--- src/rtl/lpf_pkg.sv ---
package lpf_pkg;

  localparam int SYM_W   = 8;
  localparam int SYMS    = 4;
  localparam int WORD_W  = SYM_W * SYMS;
  localparam int STATE_W = 4;

  typedef enum logic [STATE_W-1:0] {
    LS_UNTRAINED = 4'd0,
    LS_SYNC      = 4'd1,
    LS_IDLE      = 4'd2,
    LS_PACKET    = 4'd3
  } linkState_t;

  typedef struct packed {
    logic isSync;
    logic isIdle;
    logic isStart;
    logic isEnd;
    logic isPad;
    logic anyCtrl;
  } wordClass_t;

  typedef struct packed {
    logic fwd;
    logic pktOn;
  } ctrlStrobe_t;

  // Patterns: symbol 0 in the low byte
  localparam logic [WORD_W-1:0] PAT_SYNC  = 32'h4A4A_4ABC;
  localparam logic [SYMS-1:0]   FLG_SYNC  = 4'b0001;
  localparam logic [WORD_W-1:0] PAT_IDLE  = 32'h0000_0000;
  localparam logic [SYMS-1:0]   FLG_IDLE  = 4'b0000;
  localparam logic [WORD_W-1:0] PAT_START = 32'hFB5C_FBBC;
  localparam logic [WORD_W-1:0] PAT_END   = 32'hFDFE_FDBC;
  localparam logic [WORD_W-1:0] PAT_PAD   = 32'h7CDC_9CF7;
  localparam logic [SYMS-1:0]   FLG_ALLK  = 4'b1111;

endpackage

--- src/rtl/lpf_word_classifier.sv ---
module lpf_word_classifier
  import lpf_pkg::*;
(
  input  logic [WORD_W-1:0] word,
  input  logic [SYMS-1:0]   flags,
  output wordClass_t        cls
);

  localparam int NPAT = 5;

  logic [WORD_W-1:0] patWord [NPAT];
  logic [SYMS-1:0]   patFlag [NPAT];
  logic [NPAT-1:0]   hit;

  assign patWord[0] = PAT_SYNC;  assign patFlag[0] = FLG_SYNC;
  assign patWord[1] = PAT_IDLE;  assign patFlag[1] = FLG_IDLE;
  assign patWord[2] = PAT_START; assign patFlag[2] = FLG_ALLK;
  assign patWord[3] = PAT_END;   assign patFlag[3] = FLG_ALLK;
  assign patWord[4] = PAT_PAD;   assign patFlag[4] = FLG_ALLK;

  for (genvar p = 0; p < NPAT; p++) begin : gPat
    logic [SYMS-1:0] symHit;
    for (genvar s = 0; s < SYMS; s++) begin : gSym
      assign symHit[s] = (word[s*SYM_W +: SYM_W] == patWord[p][s*SYM_W +: SYM_W])
                       && (flags[s] == patFlag[p][s]);
    end
    assign hit[p] = &symHit;
  end

  always_comb begin
    cls.isSync  = hit[0];
    cls.isIdle  = hit[1];
    cls.isStart = hit[2];
    cls.isEnd   = hit[3];
    cls.isPad   = hit[4];
    cls.anyCtrl = |flags;
  end

endmodule

--- src/rtl/lpf_frame_ctrl.sv ---
module lpf_frame_ctrl
  import lpf_pkg::*;
(
  input  logic        clk,
  input  logic        arstN,
  input  logic        inValid,
  input  wordClass_t  cls,
  output linkState_t  state,
  output ctrlStrobe_t strobe
);

  linkState_t nextState;

  always_comb begin
    nextState  = state;
    strobe.fwd = 1'b0;
    if (inValid) begin
      unique case (state)
        LS_UNTRAINED: begin
          if (cls.isSync) nextState = LS_SYNC;
        end
        LS_SYNC: begin
          if (cls.isSync)      nextState = LS_SYNC;
          else if (cls.isIdle) nextState = LS_IDLE;
          else                 nextState = LS_UNTRAINED;
        end
        LS_IDLE: begin
          if (cls.isIdle)       nextState = LS_IDLE;
          else if (cls.isStart) nextState = LS_PACKET;
          else if (cls.isSync)  nextState = LS_SYNC;
          else                  nextState = LS_UNTRAINED;
        end
        LS_PACKET: begin
          if (cls.isEnd)        nextState = LS_IDLE;
          else if (cls.isPad)   nextState = LS_PACKET;
          else if (cls.anyCtrl) nextState = LS_UNTRAINED;
          else begin
            nextState  = LS_PACKET;
            strobe.fwd = 1'b1;
          end
        end
        default: nextState = LS_UNTRAINED;
      endcase
    end
  end

  assign strobe.pktOn = (nextState == LS_PACKET);

  always_ff @(posedge clk or negedge arstN) begin
    if (!arstN) state <= LS_UNTRAINED;
    else        state <= nextState;
  end

  AST_UNTRAINED_EXIT: assert property (@(posedge clk) disable iff (!arstN)
    ($past(state) == LS_UNTRAINED && state != LS_UNTRAINED) |-> state == LS_SYNC);

  AST_PACKET_ENTRY: assert property (@(posedge clk) disable iff (!arstN)
    (state == LS_PACKET && $past(state) != LS_PACKET) |-> $past(state) == LS_IDLE);

  AST_PACKET_LEAVE: assert property (@(posedge clk) disable iff (!arstN)
    ($past(state) == LS_PACKET && state != LS_PACKET)
      |-> (state == LS_IDLE || state == LS_UNTRAINED));

  AST_HOLD_IDLE_CYCLE: assert property (@(posedge clk) disable iff (!arstN)
    !inValid |=> $stable(state));

endmodule

--- src/rtl/lpf_frame_datapath.sv ---
module lpf_frame_datapath
  import lpf_pkg::*;
(
  input  logic              clk,
  input  logic              arstN,
  input  logic [WORD_W-1:0] inData,
  input  ctrlStrobe_t       strobe,
  output logic [WORD_W-1:0] outData,
  output logic              outValid,
  output logic              pktEn
);

  always_ff @(posedge clk or negedge arstN) begin
    if (!arstN) begin
      outData  <= '0;
      outValid <= 1'b0;
      pktEn    <= 1'b0;
    end else begin
      outValid <= strobe.fwd;
      pktEn    <= strobe.pktOn;
      if (strobe.fwd) outData <= inData;
    end
  end

  AST_VALID_INSIDE_PKT: assert property (@(posedge clk) disable iff (!arstN)
    outValid |-> pktEn);

  AST_DATA_STABLE_GAP: assert property (@(posedge clk) disable iff (!arstN)
    !outValid |-> $stable(outData) || $past(outValid));

endmodule

--- src/rtl/lane_packet_framer.sv ---
module lane_packet_framer
  import lpf_pkg::*;
(
  input  logic        clk,
  input  logic        arstN,
  input  logic        inValid,
  input  logic [31:0] inData,
  input  logic [3:0]  inCtrl,
  output logic [31:0] outData,
  output logic        outValid,
  output logic        pktEn,
  output logic [3:0]  linkState
);

  wordClass_t  cls;
  linkState_t  state;
  ctrlStrobe_t strobe;

  lpf_word_classifier uClassify (
    .word  (inData),
    .flags (inCtrl),
    .cls   (cls)
  );

  lpf_frame_ctrl uCtrl (
    .clk     (clk),
    .arstN   (arstN),
    .inValid (inValid),
    .cls     (cls),
    .state   (state),
    .strobe  (strobe)
  );

  lpf_frame_datapath uData (
    .clk      (clk),
    .arstN    (arstN),
    .inData   (inData),
    .strobe   (strobe),
    .outData  (outData),
    .outValid (outValid),
    .pktEn    (pktEn)
  );

  assign linkState = state;

  AST_PKTEN_MATCHES_STATE: assert property (@(posedge clk) disable iff (!arstN)
    pktEn == (linkState == 4'd3));

endmodule

--- config.mk ---
export PLATFORM = sky130hd
export DESIGN_NAME = lane_packet_framer
export DESIGN_NICKNAME = d
export VERILOG_FILES = /design/src/rtl/lpf_pkg.sv /design/src/rtl/lpf_word_classifier.sv /design/src/rtl/lpf_frame_ctrl.sv /design/src/rtl/lpf_frame_datapath.sv /design/src/rtl/lane_packet_framer.sv
export SDC_FILE = /design/constraint.sdc
export NUM_CORES = 1
export LEC_CHECK = 0
export BUFFER_PORTS_ARGS = -buffer_cell sky130_fd_sc_hd__buf_2
export CORE_ASPECT_RATIO = 1.75
export CORE_MARGIN = 5
export CORE_UTILIZATION = 44
export CTS_CLUSTER_SIZE = 30
export DETAILED_ROUTE_END_ITERATION = 10
export PLACE_DENSITY_LB_ADDON = 0.1
export SYNTH_ARGS = -nofsm -noshare
export SYNTH_HDL_FRONTEND = slang
export SYNTH_HIERARCHICAL = 1
export SYNTH_SLANG_ARGS = --single-unit
--- constraint.sdc ---
create_clock -name clk -period 2.2 [get_ports clk]
set_input_delay 0.44 -clock clk [delete_from_list [all_inputs] [get_ports clk]]
set_output_delay 0.44 -clock clk [all_outputs]
set_load 0.02 [all_outputs]
==> summary.txt <==
initial antenna violation count: 0
Initial DRT Pass Iterations: 4
worst-margin pin slew: 0.839 ns
power density cells: 486 nW/µm²
CP top delay family: simple AND/OR/NAND/NOR gates
r2r setup slk: 0.21 ns
status: complete, but fails checks
Max Cap Viol: 0
# rows: 31
Psw: 317 µW
via count: 1700
DP HPWL: 4420 µm
ANT cells: 0
die area: 5810 µm²
CP peak stage delay: 0.46 ns
Initial Utilization: 0.456
CP max FO: 3
Synth warnings: 6
Cell Chain, Critical Path: buf_6 -> or3_4 -> or4_4 -> buf_4 -> nor4_4 -> and4bb_2 -> a41oi_2 -> a21boi_2 -> o21ai_1
# setup viols final: 17
number of CTS-inserted buffers: 5
Final min period: 2.24 ns
chip width: 59.8 µm
HP Class: primary input to async pin
Post-Syn Area per Cell: 13.8 µm²
Reg2Reg Depth: 5
leakage: 1.54 nW
Max Clock Skew: 0.00584 ns
GRT Total Usage: 0.210
H-Tree Depth: 2
CTS max path bufs: 2
Critical R2R Launch: uCtrl/state[1]
Yosys top cell area share: 0.498
I/O Buffers: 76
P&R area growth vs syn: 51.0%
gpl congestion: 0.930
clock network power share: 0.403
Max Slew Vio Count: 0
clk_lat worst skew: 0.29 ns
maximum vdd drop: 0.495 mV
final setup margin: -0.0445 ns
TNS Setup: -0.226 ns
Wirelength per Cell: 18.7 µm
Slowest-stage cell, CP: or4_4
cell with the most instances after synthesis: dfrtp_1
Post-synth EDFFs: 0
Final #Nets: 300
non-filler cells in the finished layout: 311
RSZ-0062 raised after global routing: true
dpl cells: 296
CTS Root Cell: clkbuf_8
asr flop ratio synth: 1.00
Critical R2R Capture: uData/outData[4]
most area-consuming cells after synthesis: dfrtp_1 (50%), mux2_4 (24%), nor4_1 (3.3%)
Synth cell types: 31
drt initial violations: 51
Setup CP Type: primary input to flop
fill count: 339
Routed Antenna Nets: 0
switch share: 0.226
first-pass GRT wire length: 9290 µm
Reg power frac: 0.498
vias in the first global route: 1902
core area: 4190 µm²
gate count of the mapped netlist: 138
placement-stage cell area: 2600 µm²
Congestion Overflow GR: 0
Die Ht: 97.2 µm
post-DR vias/cell: 5.47
Post-Syn Area: 1910 µm²
relative slew slack: 0.441
syn nets: 177
Total Routed Length: 5810 µm
share of cells above drive strength 1: 0.676
hold_buf cts: 0
area leader, netlist: dfrtp_1
final hold vios: 0
failing checks: negative setup slack
Comb power frac: 0.099
Seq/Total Area, Yosys: 0.498
clock slew at reported path FFs: 0.08 ns
I/O pin count: 77
Critical Path End Type: flop
# DRC: 0
CTS tree: built
largest net degree at the start of global routing: 39
worst path required time: 2.37 ns
Startpoint Class: primary input
Post-synth top flop: dfrtp_1
Final Cell Area: 2890 µm²
Max Fclk: 446 MHz
top cell types by occurrence after synthesis: dfrtp_1 (38), mux2_4 (30), nor4_1 (10), nand4_1 (9), nor2_1 (7)
FF+latch count, synth: 38
P_int: 1.08 mW
Bufs and invs on worst path: 2
fin crit share: 1.02
Worst Path Arrival: 2.42 ns
CTS Sinks: 38
final cells by class:
cell class,count,area (µm²),share of cell area
flip-flops and latches,38,951,0.330
repair buffers,120,782,0.271
clock buffers,8,110,0.0382
inverters,1,3.75,0.00130
multi-input cells,95,977,0.339
well taps,49,61.3,0.0212
worst max-delay path by stage:
stage	endpoint	cells past startpoint	start	slack [ns]
6_report	uData/pktEn	9	inData[0]	-0.04
5_1_grt	uData/outData[4]	9	inData[0]	-0.09
4_1_cts	uData/pktEn	9	inData[1]	-0.007
3_5_place_dp	uData/outData[4]	8	inData[27]	-0.45
3_3_place_gp	uData/outData[8]	8	inData[27]	-0.40
2_1_floorplan	uData/outData[0]	8	inData[0]	-0.11
cells in the final DEF, fill, tap and decap left out, types with 2 or more instances in the layout:
| master | count |
|---|---|
| buf_6 | 5 |
| nand4_1 | 9 |
| buf_2 | 74 |
| dfrtp_1 | 38 |
| nor3_1 | 2 |
| buf_4 | 37 |
| or4_1 | 3 |
| o21ai_0 | 2 |
| clkbuf_8 | 8 |
| nor2_1 | 7 |
| nand3_1 | 2 |
| nor2b_1 | 3 |
| nand2_1 | 5 |
| nor4_1 | 6 |
| mux2_4 | 30 |
| nor4_4 | 3 |
| buf_8 | 2 |
| or4_4 | 2 |
| mux2_2 | 2 |
| and3_4 | 2 |
power by group through the flow:
stage,logic (mW),registers (mW),clock network (mW)
after global routing,0.153,0.698,0.610
final,0.139,0.698,0.564
after detailed placement,0.133,0.712,0
after CTS,0.137,0.698,0.577
after global placement,0.131,0.712,0
after floorplan,0.0174,0.712,0
layer usage:
metal | vias up | GRT usage | part of all wire
li1 | 779 | - | -
met1 | 849 | 0.241 | 0.37
met2 | 63 | 0.371 | 0.56
met3 | 9 | 0.0426 | 0.057
met4 | 0 | 0.0700 | 0.014
met5 | - | 0 | 0
state kept, by name, indices dropped and copies added, names as in the netlist:
register,flops
uData/outData,32
uCtrl/state,4
uData/outValid,1
uData/pktEn,1
logic make-up (layout without fill, tap and decap cells):
kind of cell	Yosys count	count (layout)	synth area share
AOI/OAI and AO/OA	9	9	0.0400
buffers and inverters	5	129	0.0393
DFF	38	38	0.498
muxes	32	32	0.248
and+or+nand+nor	54	54	0.176
per-stage QoR:
stage	power [mW]	setup slack, ns	utilization	hold WS (ns)
floorplan	0.729	-0.107	-	0.144
global placement	0.842	-0.400	0.621	0.486
detailed placement	0.845	-0.454	0.621	0.494
CTS	1.41	-0.00727	0.677	0.274
global route	1.46	-0.0862	0.689	0.312
finish	1.40	-0.0445	0.689	0.245
timing repair:
action                     CTS  global route
pin swaps                    3             1
setup buffers                3             2
cloned                       2             0
hold endpoints to repair     0             0
resized for setup           17             6
setup endpoints to repair   29            34
Power figures use the tool's default switching activity.
